==> src/rtl/usbdev_pkg.sv <==
`timescale 1ns/1ps
package usbdev_pkg;

    localparam int DATA_W   = 8;
    localparam int EP_COUNT = 4;
    // latched event bits: endpoints, then dma done, sof, bus reset
    localparam int EVT_W    = EP_COUNT + 3;

    typedef struct packed {
        logic       spare7;
        logic       lowpwr_req;
        logic       slow_mode;
        logic       jk_drive;
        logic       eng_hold;
        logic [1:0] spare21;
        logic       usb_on;
    } ctrl_reg_t;

    typedef enum logic [1:0] {
        LINE_NORMAL = 2'b00,
        LINE_SE0    = 2'b01,
        LINE_K      = 2'b10,
        LINE_J      = 2'b11
    } line_mode_e;

    typedef struct packed {
        logic force_en;
        logic dp;
        logic dm;
    } line_drv_t;

    function automatic line_drv_t decode_line(line_mode_e mode);
        line_drv_t d;
        case (mode)
            LINE_SE0: d = '{force_en: 1'b1, dp: 1'b0, dm: 1'b0};
            LINE_K:   d = '{force_en: 1'b1, dp: 1'b0, dm: 1'b1};
            LINE_J:   d = '{force_en: 1'b1, dp: 1'b1, dm: 1'b0};
            default:  d = '{force_en: 1'b0, dp: 1'b0, dm: 1'b0};
        endcase
        return d;
    endfunction

endpackage

==> src/rtl/usbdev_ctrl.sv <==
`timescale 1ns/1ps
module usbdev_ctrl
    import usbdev_pkg::*;
(
    input  logic              clk,
    input  logic              rst,
    input  logic              we,
    input  logic [DATA_W-1:0] wdata,
    output ctrl_reg_t         ctrl_q,
    output logic              low_speed,
    output logic              suspend,
    output logic              force_en,
    output logic              dp_out,
    output logic              dm_out
);

    line_drv_t drv;

    always_ff @(posedge clk) begin
        if (rst)     ctrl_q <= '0;
        else if (we) ctrl_q <= ctrl_reg_t'(wdata);
    end

    always_comb begin
        drv       = decode_line(line_mode_e'({ctrl_q.jk_drive, ctrl_q.eng_hold}));
        force_en  = drv.force_en;
        dp_out    = drv.dp;
        dm_out    = drv.dm;
        low_speed = ctrl_q.slow_mode;
        suspend   = ctrl_q.lowpwr_req & ~ctrl_q.usb_on;
    end

    // J and K never driven together; idle lines stay low
    p_line_excl_r11: assert property (@(posedge clk) disable iff (rst)
        !(dp_out && dm_out));
    p_idle_low_r11: assert property (@(posedge clk) disable iff (rst)
        !force_en |-> (!dp_out && !dm_out));

endmodule

==> src/rtl/usbdev_intr.sv <==
`timescale 1ns/1ps
module usbdev_intr
    import usbdev_pkg::*;
#(
    parameter int NBITS = EVT_W
) (
    input  logic              clk,
    input  logic              rst,
    input  logic              en_we,
    input  logic              sts_we,
    input  logic [DATA_W-1:0] wdata,
    input  logic [NBITS-1:0]  ev,
    output logic [NBITS-1:0]  en_q,
    output logic [NBITS-1:0]  sts_q,
    output logic              irq
);

    logic [NBITS-1:0] clr_mask;

    assign clr_mask = sts_we ? wdata[NBITS-1:0] : '0;

    always_ff @(posedge clk) begin
        if (rst)        en_q <= '0;
        else if (en_we) en_q <= wdata[NBITS-1:0];
    end

    for (genvar i = 0; i < NBITS; i++) begin : g_sts
        always_ff @(posedge clk) begin
            if (rst)        sts_q[i] <= 1'b0;
            else if (ev[i]) sts_q[i] <= 1'b1;
            else if (clr_mask[i]) sts_q[i] <= 1'b0;
        end
    end

    always_ff @(posedge clk) begin
        if (rst) irq <= 1'b0;
        else     irq <= |(sts_q & en_q);
    end

    // a cleared bit with no event is zero next cycle
    p_w1c_r4: assert property (@(posedge clk) disable iff (rst)
        (sts_we && |(wdata[NBITS-1:0] & ~ev))
        |=> ((sts_q & $past(wdata[NBITS-1:0] & ~ev)) == '0));
    // a pulsed bit is set next cycle whatever was written
    p_evt_wins_r5: assert property (@(posedge clk) disable iff (rst)
        (|ev) |=> ((sts_q & $past(ev)) == $past(ev)));
    // request follows enabled pending bits one clock later
    p_irq_rise_r7: assert property (@(posedge clk) disable iff (rst)
        (|(sts_q & en_q)) |=> irq);
    p_irq_fall_r7: assert property (@(posedge clk) disable iff (rst)
        ((sts_q & en_q) == '0) |=> !irq);

endmodule

==> src/rtl/usbdev_regbank.sv <==
`timescale 1ns/1ps
module usbdev_regbank
    import usbdev_pkg::*;
#(
    parameter int                ADDR_W     = 8,
    parameter logic [ADDR_W-1:0] CTRL_ADDR  = 'h05,
    parameter logic [ADDR_W-1:0] IEN_ADDR   = 'h06,
    parameter logic [ADDR_W-1:0] DADDR_ADDR = 'h07,
    parameter logic [ADDR_W-1:0] ISTS_ADDR  = 'h0D
) (
    input  logic              clk,
    input  logic              rst,
    input  logic              bus_sel,
    input  logic              bus_wr,
    input  logic [ADDR_W-1:0] bus_addr,
    input  logic [7:0]        bus_wdata,
    output logic [7:0]        bus_rdata,
    input  logic [3:0]        ep_done,
    input  logic              dma_done,
    input  logic              sof,
    input  logic              bus_reset,
    input  logic              dma_busy,
    input  logic [6:0]        tok_addr,
    output logic              addr_match,
    output logic              irq,
    output logic              low_speed,
    output logic              suspend,
    output logic              force_en,
    output logic              dp_out,
    output logic              dm_out
);

    localparam int PAD_W = DATA_W - EVT_W;

    logic              wr_go;
    logic              we_ctrl, we_ien, we_dadr, we_ists, unmapped;
    ctrl_reg_t         ctrl_q;
    logic [EVT_W-1:0]  en_q, sts_q, ev_vec;
    logic [DATA_W-1:0] dev_addr_q;

    assign wr_go    = bus_sel & bus_wr;
    assign we_ctrl  = wr_go && (bus_addr == CTRL_ADDR);
    assign we_ien   = wr_go && (bus_addr == IEN_ADDR);
    assign we_dadr  = wr_go && (bus_addr == DADDR_ADDR);
    assign we_ists  = wr_go && (bus_addr == ISTS_ADDR);
    assign unmapped = (bus_addr != CTRL_ADDR) && (bus_addr != IEN_ADDR) &&
                      (bus_addr != DADDR_ADDR) && (bus_addr != ISTS_ADDR);

    assign ev_vec = {bus_reset, sof, dma_done, ep_done};

    usbdev_ctrl u_ctrl (
        .clk       (clk),
        .rst       (rst),
        .we        (we_ctrl),
        .wdata     (bus_wdata),
        .ctrl_q    (ctrl_q),
        .low_speed (low_speed),
        .suspend   (suspend),
        .force_en  (force_en),
        .dp_out    (dp_out),
        .dm_out    (dm_out)
    );

    usbdev_intr #(.NBITS(EVT_W)) u_intr (
        .clk    (clk),
        .rst    (rst),
        .en_we  (we_ien),
        .sts_we (we_ists),
        .wdata  (bus_wdata),
        .ev     (ev_vec),
        .en_q   (en_q),
        .sts_q  (sts_q),
        .irq    (irq)
    );

    always_ff @(posedge clk) begin
        if (rst)          dev_addr_q <= '0;
        else if (we_dadr) dev_addr_q <= bus_wdata;
    end

    assign addr_match = (tok_addr == dev_addr_q[6:0]);

    always_comb begin
        bus_rdata = '0;
        if (bus_addr == CTRL_ADDR)       bus_rdata = DATA_W'(ctrl_q);
        else if (bus_addr == IEN_ADDR)   bus_rdata = {{PAD_W{1'b0}}, en_q};
        else if (bus_addr == DADDR_ADDR) bus_rdata = dev_addr_q;
        else if (bus_addr == ISTS_ADDR)  bus_rdata = {dma_busy, {(PAD_W-1){1'b0}}, sts_q};
    end

    // a write to an unused address leaves every register as it was
    p_unmapped_r12: assert property (@(posedge clk) disable iff (rst)
        (wr_go && unmapped && !(|ev_vec))
        |=> ($stable(ctrl_q) && $stable(en_q) && $stable(dev_addr_q) && $stable(sts_q)));
    // a device address write is held from the next cycle
    p_addr_load_r8: assert property (@(posedge clk) disable iff (rst)
        we_dadr |=> (dev_addr_q == $past(bus_wdata)));

endmodule

==> config.mk <==
export PLATFORM = sky130hd
export DESIGN_NAME = usbdev_regbank
export DESIGN_NICKNAME = d
export VERILOG_FILES = /design/src/rtl/usbdev_pkg.sv /design/src/rtl/usbdev_ctrl.sv /design/src/rtl/usbdev_intr.sv /design/src/rtl/usbdev_regbank.sv
export SDC_FILE = /design/constraint.sdc
export NUM_CORES = 1
export LEC_CHECK = 0
export CAP_MARGIN = 20
export CORE_ASPECT_RATIO = 1.2
export CORE_MARGIN = 1.5
export CORE_UTILIZATION = 50
export CTS_CLUSTER_DIAMETER = 40
export DETAILED_ROUTE_END_ITERATION = 10
export DONT_BUFFER_PORTS = 1
export GPL_TIMING_DRIVEN = 0
export REMOVE_ABC_BUFFERS = 1
export SLEW_MARGIN = 20
export SYNTH_ARGS = -nofsm -noshare
export SYNTH_HDL_FRONTEND = slang
export SYNTH_SLANG_ARGS = --single-unit
==> constraint.sdc <==
create_clock -name clk -period 1.8 [get_ports clk]
set_clock_uncertainty 0.2 [all_clocks]
set_input_delay 0.09 -clock clk [delete_from_list [all_inputs] [get_ports clk]]
set_output_delay 0.09 -clock clk [all_outputs]
set_load 0.01 [all_outputs]
Yosys cells after proc, flatten, opt, wreduce, memory -nomap -nowiden

Cells that the tools add are included.

Register bits after elaboration: 31
Latch bits: 0
Memory bits (writable): 0
Bits in read-only memories: 0
Memories kept: 0

Add/sub/neg operators: 0
Multipliers: 0
Div/mod/pow operators: 0
Magnitude comparators: 0
Eq/ne operators: 8
Shifts and indexed selects: 0
Mux-type cells: 20
Bitwise operators: 4
Reductions and logical operators: 12

Operators by type and width:

| operator             | count |
|---|---|
| $mux W8              | 4 |
| $eq A8 B3 Y1 const B | 3 |
| $mux W1              | 14 |
| $reduce_bool A2 Y1   | 7 |
| $pmux W3 S3          | 1 |
| $eq A8 B4 Y1 const B | 1 |
| $and A7 B7 Y7        | 1 |
| $eq A7 B7 Y1         | 1 |
| $mux W7              | 1 |
| $reduce_or A7 Y1     | 1 |
| $eq A2 B2 Y1 const B | 2 |
| $logic_and A1 B1 Y1  | 4 |
| $and A1 B1 Y1        | 2 |
| $eq A2 B1 Y1 const B | 1 |
| $not A1 Y1           | 1 |

Depth between registers and ports, before layout

Gate-level depths: netlist of the first run.

Depth in word-level cells: 5
Mapped depth: 5

Cells and area by module

From an unflattened synthesis of the first run, not the netlist that was laid out.

Cells, all modules: 179
Area total of the unflattened synthesis: 1739.2 um2

Modules (own cells, without submodules):

| module         | instances | cells an instance | area each (um2) | seq. area each (um2) |
|---|---|---|---|---|
| usbdev_regbank | 1         | 99                | 849.6           | 160.2 |
| usbdev_intr    | 1         | 49                | 565.5           | 300.3 |
| usbdev_ctrl    | 1         | 31                | 324.1           | 160.2 |

Worst setup path after synthesis of the first run

OpenSTA, ideal clock, no wires.

Kind: in2reg
From: input bus_addr[5]
To: register dev_addr_q[0]
Setup time: 0.119 ns
Data arrival time: 1.263 ns
Slack: 0.218 ns
Stages: 5
Buffers on the path: 2
Cell sequence: or2_2 -> buf_6 -> or4_1 -> buf_2 -> mux2i_1

Cells in the longest elaborated chain, start to end: 2

RTL lines:

| element              | RTL line             | RTL |
|---|---|---|
| start, declared      | usbdev_regbank.sv:15 | `input logic [ADDR_W-1:0] bus_addr,` |
| $eq A8 B3 Y1         | usbdev_regbank.sv:44 | `assign we_dadr = wr_go && (bus_addr == DADDR_ADDR);` |
| $logic_and A1 B1 Y1  | usbdev_regbank.sv:44 |  |
| end signal, assigned | usbdev_regbank.sv:78 | `else if (we_dadr) dev_addr_q <= bus_wdata;` |
| end, declared        | usbdev_regbank.sv:39 | `logic [DATA_W-1:0] dev_addr_q;` |

Every way passes these cells.
A chain may end at the register's enable or synchronous reset.

Worst setup path in the final report of the first run

From: input bus_addr[7]
To: output bus_rdata[0]

Cells in the longest elaborated chain, start to end: 5
Elaborated cells between the ends (all ways): 8
Those cells by class: eq/ne (4); mux (4)

RTL lines:

| element       | RTL line             | RTL |
|---|---|---|
| $eq A8 B4 Y1  | usbdev_regbank.sv:88 | `else if (bus_addr == ISTS_ADDR) bus_rdata = {dma_busy, {(PAD_W-1){1'b0}}, sts_q};` |
| $mux W8       | usbdev_regbank.sv:88 |  |
| $mux W8       | usbdev_regbank.sv:87 | `else if (bus_addr == DADDR_ADDR) bus_rdata = dev_addr_q;` |
| $mux W8       | usbdev_regbank.sv:86 | `else if (bus_addr == IEN_ADDR) bus_rdata = {{PAD_W{1'b0}}, en_q};` |
| $mux W8 (*)   | usbdev_regbank.sv:85 | `if (bus_addr == CTRL_ADDR) bus_rdata = DATA_W'(ctrl_q);` |
| end, declared | usbdev_regbank.sv:17 | `output logic [7:0] bus_rdata,` |

Every way passes the cells marked *; elsewhere a longest branch is shown, timed or not.

==> Flow_metrics.wiki, run 1 <==
{| class="wikitable"
! Metric !! Value
|-
| RSZ-0062 raised after global routing || no
|-
| Maximum vdd drop || just over 0.0006 V
|-
| Post-route clock period utilization || 0.941
|-
| Maximum clock path buffer count || 2
|-
| First-pass DRT Iterations || 4
|-
| Die Outline Area || between 3000 and 4000 um^2
|-
| Switching Share || 0.240
|-
| Count of clock tree sinks || 31
|-
| Routability congestion estimate || 0.769
|-
| Worst Setup Start Kind || input port
|-
| Seq/Total Area, Yosys || 0.354
|-
| Total internal power || 1030 uW
|-
| Antenna Violating Nets Remaining || 0
|-
| Area after DPL || approximately 1700 um^2
|-
| Netlist area before placement || around 1800 um^2
|-
| Clock latency on the worst-skew pair || just under 0.3 ns
|-
| Number of stages on the worst setup path || 3
|-
| Overflow left after global routing || 0
|-
| Most frequent cells after synthesis || 32 x nand2b_1, 31 x dfxtp_1, 23 x mux2i_1
|-
| Number of instances in the synthesized netlist || 187
|-
| Drc violations || 0
|-
| Post-route minimum period || ~1.7 ns
|-
| Layout cell share with drive strength beyond 1 || 0.0600
|-
| Start of the worst register-to-register path || u_intr.sts_q[5]$_SDFFE_PP0P_
|-
| Slowest cell on the critical path || or4b_1
|-
| Total Power Consumption || about 1400 uW
|-
| Leakage power of the design || about 0.00077 uW
|-
| Type of the tightest min-delay check || input port to flop
|-
| Final hold vios || 1
|-
| Synth top area share || 0.354
|-
| Dominant cell by count in the synthesized netlist || nand2b_1
|-
| Worst-path fanout max || 6
|-
| Cell at the root of the clock tree || clkbuf_8
|-
| Endpoint type of the worst setup path || primary output
|-
| Largest net degree at the start of global routing || 40
|-
| Vias || 1453
|-
| Part of the power in combinational logic || 0.088
|-
| Number of buffers inserted for hold repair after clock tree synthesis || 16
|-
| Share of the core filled with cells in the final layout || 0.595
|-
| Via-per-instance ratio || slightly above 6
|-
| Pins Over Slew Limit || 0
|-
| GRT Util Overall || 0.235
|-
| Maximum single-stage delay on the critical path || roughly 0.56 ns
|-
| FFs w/ async S/R, synth || 0
|-
| Tightest slew margin relative to the limit || 0.349
|-
| Post-Place Cells || 213
|-
| WL final || about 4400 um
|-
| Number of placement rows || 23
|-
| Setup violation total in the final timing report || 0
|-
| Area overhead of the layout relative to synthesis || 13.1%
|-
| Yosys warns || 0
|-
| Count of input and output buffers || 0
|-
| Max Cap Viol || 0
|-
| Post-synthesis area per instance || between 9 and 10 um^2
|-
| Switching power total || ~330 uW
|-
| Vert. Die Dim || between 60 and 70 um
|-
| Effective utilization at floorplan || 0.526
|-
| Number of global-route vias before repair || 1328
|-
| Biggest area contributors in the synthesized netlist || dfxtp_1 35%, mux2i_1 13%, nand2b_1 11%
|-
| Slew at the pin with the worst max-slew slack || around 0.97 ns
|-
| Cell Count, Final, Fillers Out || around 240
|-
| Chip width || 57.1 um
|-
| CTS tree || done
|-
| Worst Reg-to-Reg Cells || 2
|-
| Status || finished, violations left
|-
| Post-layout nets || between 200 and 250
|-
| Global-route wire length before repair || a little under 7000 um
|-
| Post-CTS sizing || 0
|-
| Critical path required time || about 1.5 ns
|-
| Buffers & Inverters on Critical Path || 0
|-
| Critical Setup Path Class || input port to primary output
|-
| Critical path destination || bus_rdata[0]
|-
| Maximum achievable frequency || 0.591 GHz
|-
| Number of instances on the worst hold path || 3
|-
| Violations in the final reports || hold timing
|-
| Clock-pin slew on the worst setup and hold paths || about 0.070 ns
|-
| Count of flip-flops with a built-in enable after synthesis || 0
|-
| Total negative setup slack || 0 ns
|-
| Final instance area || 1990 um^2
|-
| H-tree levels || 2
|-
| Category of cells accounting for the largest share of critical-path delay || simple AND/OR/NAND/NOR gates
|-
| Critical path cell sequence || or4b_1 -> nor2_1 -> a221o_1
|-
| Pwr per Cell Area || approximately 690 nW/um^2
|-
| Number of buffers added by the clock tree synthesis step || 5
|-
| Sequential fraction of design power || 0.521
|-
| Worst reg2reg setup slack || roughly 0.54 ns
|-
| Number of library cell types mapped by synthesis || 36
|-
| Number of inserted diodes || 0
|-
| Worst Setup SP || bus_addr[7]
|-
| Number of top-level design ports || 50
|-
| Data arrival time of the critical path || about 1.4 ns
|-
| Destination of the worst register-to-register timing path || u_intr.irq$_SDFF_PP0_
|-
| Placeable core area || about 3300 um^2
|-
| Minimum hold slack || -0.00103 ns
|-
| Number of DRC violations after detailed-routing iteration 0 || 59
|-
| Buffers inserted during post-CTS setup optimization || 0
|-
| Drt wl/cell || roughly 19 um
|-
| Total half-perimeter wirelength after legalization and detailed placement || roughly 3100 um
|-
| Leading register cell type out of synthesis || dfxtp_1
|-
| Area leader, netlist || dfxtp_1
|-
| Clock share of power || 0.391
|-
| Number of antenna violations at the first check in global routing || 0
|-
| Total of flip-flops plus latches after synthesis || 31
|}
==> power by group through the flow <==
stage | sequential, uW | combinational [uW] | clock [uW]
global route | 710 | 132 | 559
CTS | 709 | 120 | 535
global placement | 724 | 76.4 | 0
detailed placement | 725 | 79.0 | 0
floorplan | 719 | 67.6 | 0
finish | 709 | 120 | 532
==> worst reg2reg max path, cell delays in order, from the launching register on <==
cell,delay [ns]
dfxtp_1,0.33
a222oi_1,0.44
a31oi_1,0.15
==> registers in the layout, indices dropped and copies added (netlist names) <==
register / cells
u_ctrl.ctrl_q: 7
u_intr.sts_q: 7
dev_addr_q: 8
u_ctrl.low_speed: 1
u_intr.irq: 1
u_intr.en_q: 7
==> kinds of logic (layout without fill, tap and decap cells) <==
logic type,Yosys count,count (layout),share of synthesized area
buf+inv,20,33,0.0492
flops,31,31,0.354
xor+xnor,7,7,0.0349
simple gates,78,78,0.298
mux,23,23,0.131
compound gates,28,28,0.133
==> metal layers <==
layer / vias up / track usage / share of wire
met5: - / 0 / 0
met4: 0 / 0.113 / 0.013
met1: 698 / 0.286 / 0.43
li1: 704 / - / -
met3: 6 / 0.0605 / 0.055
met2: 45 / 0.388 / 0.51
==> placed cells by master (no fill, tap or decap), types with 2 or more instances in the layout <==
master and instances:
nand4_1 2, o21ai_0 2, a22oi_1 2, a32o_1 2, a311oi_1 7, nor4b_1 2, clkbuf_8 5, nand3b_1 14
a221o_1 6, clkbuf_1 2, xor2_1 3, xnor2_1 4, or4b_1 2, inv_1 9, nor2_1 9, dfxtp_1 31
and2_1 2, a211oi_1 6, or2_2 2, nand2b_1 32, mux2i_1 23, nor2b_1 3, dlygate4sd3_1 15
==> stage by stage <==
stage / worst slack, ns / hold slack, ns
after floorplan: 0.227 / -0.0406
after global placement: -0.190 / -0.0332
after detailed placement: -0.211 / -0.0304
after CTS: 0.0557 / 0.00287
after global routing: 0.0241 / 0.0330
final: 0.107 / -0.00103
==> layout make-up <==
class                      instances  area, um^2
sequential                        31         621
tap                               37        46.3
clock inverter                     1        5.00
fill                             321        1350
timing repair buffer              16         155
clock buffer                       7        76.3
multi-input combinational        136        1050
inverter                           9        33.8
==> worst min-delay path by stage <==
stage / to / startpoint / slack, ns
finish: u_intr.en_q[1]$_SDFFE_PP0P_ / bus_addr[0] / -0.001
global route: u_intr.en_q[2]$_SDFFE_PP0P_ / bus_addr[0] / 0.03
CTS: u_intr.en_q[1]$_SDFFE_PP0P_ / bus_addr[0] / 0.003
detailed placement: u_intr.sts_q[1]$_SDFFE_PP0P_ / rst / -0.03
global placement: u_intr.sts_q[0]$_SDFFE_PP0P_ / rst / -0.03
floorplan: u_intr.irq$_SDFF_PP0_ / rst / -0.04
(Power assumes the default switching activity.)
==> run 2, diff against run 1 <==
- CTS_CLUSTER_SIZE: unset -> 40
- REMOVE_ABC_BUFFERS: 1 -> unset
==> run 2 against run 1 <==
Effect of this change:
- the flow now finishes without violations
- register-to-register slack better by 0.04 ns
- sequential power about the same
- global-route usage up 2.0 points
- flip-flop and latch count unchanged
- cell count up 4.2%
- via count up 3.9%
- clock power up 13%
- wire length up 9.2%
- maximum frequency down 3.0%
==> Flow_metrics.wiki, run 2 (same netlist as run 1, synthesis figures left out) <==
{| class="wikitable"
! Metric !! Value
|-
| Status || finished clean
|-
| Clock latency on the worst-skew pair || around 0.28 ns
|-
| Switching power total || 329 uW
|-
| Buffers inserted during post-CTS setup optimization || 0
|-
| GRT Util Overall || 0.255
|-
| First-pass DRT Iterations || 7
|-
| Pwr per Cell Area || 704 nW/um^2
|-
| Number of instances on the worst hold path || 3
|-
| Pre-CTS setup slack || -0.0637 ns
|-
| Die Outline Area || slightly below 4000 um^2
|-
| Count of clock tree sinks || 31
|-
| Part of the power in combinational logic || 0.094
|-
| Overflow left after global routing || 0
|-
| Critical path required time || ~1.5 ns
|-
| Total negative setup slack || 0 ns
|-
| GRT met1 Usage || 0.336
|-
| Post-route worst setup slack || ~0.055 ns
|-
| Leakage power of the design || 0.000800 uW
|-
| Clock-pin slew on the worst setup and hold paths || 0.07 ns
|-
| Maximum vdd drop || around 0.00058 V
|-
| WL final || roughly 4800 um
|-
| Pins Over Slew Limit || 0
|-
| GR peak layer || met2
|-
| Maximum clock path buffer count || 2
|-
| Drt wl/cell || between 15 and 20 um
|-
| Worst Reg-to-Reg Cells || 2
|-
| Data arrival time of the critical path || between 1 and 1.5 ns
|-
| Max reg flops || 8
|-
| Area overhead of the layout relative to synthesis || 16.9%
|-
| Effective utilization at floorplan || 0.526
|-
| Global-route wire length before repair || 7360 um
|-
| Terminating pin of the worst hold path || dev_addr_q[4]$_SDFFE_PP0P_
|-
| Fill cells || around 290
|-
| Endpoint type of the worst setup path || primary output
|-
| Number of inserted diodes || 0
|-
| Post-route clock period utilization || 0.969
|-
| Number of antenna violations at the first check in global routing || 0
|-
| Total internal power || 1120 uW
|-
| Met2 layer usage reported by global route || 0.417
|-
| Register with the highest flop count || dev_addr_q
|-
| Post-CTS sizing || 0
|-
| Worst min-delay path startpoint || bus_wr
|-
| Most common library cell in the layout ignoring fill and taps || nand2b_1
|-
| Type of the tightest min-delay check || input port to flop
|-
| Destination of the worst register-to-register timing path || u_intr.irq$_SDFF_PP0_
|-
| Fraction of met3 tracks used by global routing || 0.0624
|-
| Number of top-level design ports || 50
|-
| Slew at the pin with the worst max-slew slack || ~0.89 ns
|-
| Sequential fraction of design power || 0.491
|-
| Worst-path fanout max || 6
|-
| Final hold vios || 0
|-
| Switching Share || 0.227
|-
| Critical Setup Path Class || input port to primary output
|-
| Number of placement rows || 23
|-
| Start of the worst register-to-register path || u_intr.sts_q[5]$_SDFFE_PP0P_
|-
| Antenna Violating Nets Remaining || 0
|-
| Setup violation total in the final timing report || 0
|-
| Number of global-route vias before repair || between 1000 and 1500
|-
| Tightest slew margin relative to the limit || 0.404
|-
| Mapped Nets || ~220
|-
| Number of DRC violations after detailed-routing iteration 0 || between 80 and 90
|-
| H-tree levels || 2
|-
| Cell at the root of the clock tree || clkbuf_8
|-
| Vert. Die Dim || between 60 and 70 um
|-
| Clock share of power || 0.416
|-
| RSZ-0062 raised after global routing || no
|-
| Count of input and output buffers || 0
|-
| Layout cell share with drive strength beyond 1 || 0.0762
|-
| Maximum achievable frequency || 0.573 GHz
|-
| CTS tree || done
|-
| Number of buffers inserted for hold repair after clock tree synthesis || 15
|-
| Highest-count cells in the layout ignoring fill and taps || 32 x nand2b_1, 31 x dfxtp_1, 23 x mux2i_1
|-
| Number of buffers added by the clock tree synthesis step || 5
|-
| Vias || between 1500 and 2000
|-
| Largest net degree at the start of global routing || 11
|-
| Worst Setup Start Kind || input port
|-
| Chip width || roughly 57 um
|-
| Placeable core area || 3340 um^2
|-
| Post-layout nets || 244
|-
| Routability congestion estimate || roughly 0.87
|-
| Worst reg2reg setup slack || 0.58 ns
|-
| Total half-perimeter wirelength after legalization and detailed placement || around 3500 um
|-
| Via-per-instance ratio || ~6.1
|-
| Max Cap Viol || 0
|-
| Post-route minimum period || about 1.7 ns
|-
| Drc violations || 0
|}
[run 2: how the worst max path moves through the flow]
stage           startpoint                           end  slack [ns]  depth (start not counted)
6_report       bus_addr[7]                  bus_rdata[4]        0.06                          3
5_1_grt        bus_addr[7]                  bus_rdata[5]        0.02                          3
4_1_cts        bus_addr[7]                  bus_rdata[4]        0.04                          3
3_5_place_dp   bus_addr[7]  u_intr.sts_q[0]$_SDFFE_PP0P_       -0.06                          3
3_3_place_gp   bus_addr[7]  u_intr.sts_q[1]$_SDFFE_PP0P_       0.005                          3
2_1_floorplan  bus_addr[5]    dev_addr_q[0]$_SDFFE_PP0P_        0.22                          5
[run 2: final cells by class]
cell class                 instances  area, um^2  area share
inverter                           9        33.8      0.0165
sequential                        31         621       0.302
timing repair buffer              15         150      0.0732
buffer                            11        52.6      0.0256
clock buffer                       8         100      0.0488
multi-input combinational        136        1050       0.511
tap                               37        46.3      0.0226
[run 2: through the flow]
step | util | cell area, um^2 | hold slack, ns | power (uW) | instances
after floorplan | - | 1760 | -0.00125 | 802 | 187
after global placement | 0.540 | 1800 | 0.000474 | 824 | 224
after detailed placement | 0.540 | 1800 | 0.00338 | 827 | 224
after CTS | 0.615 | 2050 | 0.0322 | 1450 | 247
after global routing | 0.615 | 2050 | 0.0733 | 1500 | 247
final | 0.615 | 2050 | 0.0431 | 1440 | 247
[run 2: metal layers]
metal / vias up / wire (um)
met2: 69 / 2320
met3: 6 / 383
met5: - / 0
met4: 0 / 51
li1: 730 / -
met1: 705 / 2040
[run 2: critical path: stages]
cell     delay (ns)
or4b_1         0.57
nor2_1         0.48
a221o_1        0.31
[run 2: power groups by stage]
stage	Clock [uW]	Sequential (uW)	Combinational (uW)
finish	600	709	136
global route	642	710	148
CTS	609	709	133
detailed placement	0	724	103
global placement	0	723	101
floorplan	0	719	82.5
==> run 3, diff against run 2 <==
- PLACE_DENSITY: unset -> 0.66
==> run 3 against run 2 <==
Effect of this change:
- via count is 0.86% higher
- largest cell class unchanged
- largest power group unchanged
- non-clock buffer count unchanged
- hold slack got worse by 0.0050 ns
- cell count shrank 0.40%
==> Flow_metrics.wiki, run 3 (same netlist as run 1, synthesis figures left out) <==
{| class="wikitable"
! Metric !! Value
|-
| Mapped Nets || between 200 and 250
|-
| Final hold vios || 0
|-
| Die Outline Area || just under 4000 um^2
|-
| Leakage power of the design || a little under 0.0008 uW
|-
| Area after DPL || 1800 um^2
|-
| Worst reg2reg setup slack || slightly above 0.6 ns
|-
| Cell Count, Final, Fillers Out || approximately 250
|-
| Maximum vdd drop || a little under 0.0005 V
|-
| Type of the tightest min-delay check || input port to flop
|-
| Largest net degree at the start of global routing || 11
|-
| Number of placement rows || 23
|-
| Total half-perimeter wirelength after legalization and detailed placement || ~3500 um
|-
| Post-route minimum period || 1.71 ns
|-
| Overflow left after global routing || 0
|-
| Number of antenna violations at the first check in global routing || 0
|-
| Routability congestion estimate || slightly below 0.9
|-
| Area overhead of the layout relative to synthesis || 16.5%
|-
| Clock-pin slew on the worst setup and hold paths || about 0.060 ns
|-
| Number of top-level design ports || 50
|-
| Terminating pin of the worst hold path || u_intr.en_q[0]$_SDFFE_PP0P_
|-
| Number of instances on the worst hold path || 3
|-
| Post-route clock period utilization || 0.949
|-
| Worst Setup Start Kind || input port
|-
| Destination of the worst register-to-register timing path || u_intr.irq$_SDFF_PP0_
|-
| Drt wl/cell || just under 20 um
|-
| Fill cells || between 300 and 400
|-
| Max Cap Viol || 0
|-
| Multi-input gate area in the final layout || roughly 1100 um^2
|-
| Count of clock tree sinks || 31
|-
| Antenna Violating Nets Remaining || 0
|-
| Total internal power || between 1000 and 1500 uW
|-
| Data arrival time of the critical path || around 1.4 ns
|-
| Setup violation total in the final timing report || 0
|-
| Slew at the pin with the worst max-slew slack || a little over 0.8 ns
|-
| Critical path required time || approximately 1.5 ns
|-
| Switching power total || between 300 and 400 uW
|-
| Buffers & Inverters on Critical Path || 0
|-
| Worst Reg-to-Reg Cells || 2
|-
| Vias || ~1500
|-
| Worst-path fanout max || 6
|-
| Tightest slew margin relative to the limit || 0.455
|-
| Effective utilization at floorplan || 0.526
|-
| Area occupied by registers || roughly 620 um^2
|-
| Maximum clock path buffer count || 2
|-
| CTS tree || done
|-
| Category of cells accounting for the largest share of critical-path delay || simple AND/OR/NAND/NOR gates
|-
| Number of global-route vias before repair || around 1600
|-
| Number of inserted diodes || 0
|-
| Post-layout nets || approximately 240
|-
| Part of the power in combinational logic || 0.099
|-
| Sequential fraction of design power || 0.508
|-
| Number of DRC violations after detailed-routing iteration 0 || 62
|-
| Post-Place Cells || between 200 and 250
|-
| Number of buffers added by the clock tree synthesis step || 5
|-
| Critical path cell sequence || or4b_1 -> nor2_1 -> a221o_1
|-
| Count of input and output buffers || 0
|-
| Start of the worst register-to-register path || u_intr.sts_q[5]$_SDFFE_PP0P_
|-
| Layout cell share with drive strength beyond 1 || 0.0813
|-
| Max reg flops || 8
|-
| Pwr per Cell Area || between 600 and 700 nW/um^2
|-
| Clock share of power || 0.394
|-
| Register with the highest flop count || dev_addr_q
|-
| Total negative setup slack || 0 ns
|-
| Vert. Die Dim || around 68 um
|-
| H-tree levels || 2
|-
| GRT Util Overall || 0.262
|-
| Endpoint type of the worst setup path || primary output
|-
| Critical Setup Path Class || input port to primary output
|-
| Most common library cell in the layout ignoring fill and taps || nand2b_1
|-
| Chip width || around 57 um
|-
| WL final || between 4000 and 5000 um
|-
| Global-route wire length before repair || 7600 um
|-
| Buffers inserted during post-CTS setup optimization || 0
|-
| Via-per-instance ratio || 6.19
|-
| Worst min-delay path startpoint || bus_addr[0]
|-
| Switching Share || 0.236
|-
| Cell at the root of the clock tree || clkbuf_8
|-
| Highest-count cells in the layout ignoring fill and taps || 32 x nand2b_1, 31 x dfxtp_1, 23 x mux2i_1
|-
| Slowest cell on the critical path || or4b_1
|-
| Maximum achievable frequency || around 0.6 GHz
|-
| Pins Over Slew Limit || 0
|-
| Placeable core area || 3340 um^2
|-
| Clock latency on the worst-skew pair || slightly below 0.3 ns
|-
| Status || finished clean
|-
| Final instance area || about 2000 um^2
|-
| RSZ-0062 raised after global routing || no
|-
| Maximum single-stage delay on the critical path || 0.56 ns
|-
| First-pass DRT Iterations || 4
|-
| Drc violations || 0
|}
## run 3: what timing repair did
item                                    4_1_cts  5_1_grt
resized for setup                             0        1
endpoints found under the hold margin        30        0
hold buffers                                 15        0
endpoints found under the setup margin        0        1
## run 3: cell type report
type,instances,share of cell area
Sequential cell,31,0.303
Inverter,9,0.0165
Clock inverter,1,0.00245
Multi-Input combinational cell,136,0.516
Buffer,11,0.0257
Clock buffer,6,0.0404
Tap cell,37,0.0226
Timing Repair Buffer,15,0.0734
## run 3: worst max path at each step
stage | slack (ns) | to | cells after the start | from
finish | 0.09 | bus_rdata[0] | 3 | bus_addr[7]
global route | 0.07 | bus_rdata[0] | 3 | bus_addr[7]
CTS | 0.06 | addr_match | 3 | dev_addr_q[1]$_SDFFE_PP0P_
detailed placement | -0.02 | u_intr.sts_q[0]$_SDFFE_PP0P_ | 3 | bus_addr[7]
global placement | 0.07 | u_intr.sts_q[0]$_SDFFE_PP0P_ | 3 | bus_addr[7]
floorplan | 0.22 | dev_addr_q[0]$_SDFFE_PP0P_ | 5 | bus_addr[5]
## run 3: power groups by stage
stage	combinational, uW	sequential (uW)	clock [uW]
after floorplan	82.5	719	0
after global placement	99.7	723	0
after detailed placement	104	724	0
after CTS	134	708	560
after global routing	150	709	590
final	138	709	550
## run 3: per-layer routing
metal,routed length (um),vias up,GRT usage
met1,2020,716,0.314
met4,66,0,0.0843
met2,2300,71,0.447
met5,0,-,0
met3,395,8,0.0851
li1,-,728,-
## run 3: worst register-to-register path, stage by stage, from the launching register on
cell	delay [ns]
dfxtp_1	0.33
a222oi_1	0.37
a31oi_1	0.14
## run 3: stage by stage
step | hold WS [ns] | setup WS (ns) | total power, uW | util
after floorplan | -0.00125 | 0.218 | 802 | -
after global placement | -0.000209 | 0.0740 | 822 | 0.540
after detailed placement | 0.00803 | -0.0192 | 828 | 0.540
after CTS | 0.0367 | 0.0619 | 1400 | 0.611
after global routing | 0.0711 | 0.0693 | 1450 | 0.613
final | 0.0380 | 0.0919 | 1400 | 0.613
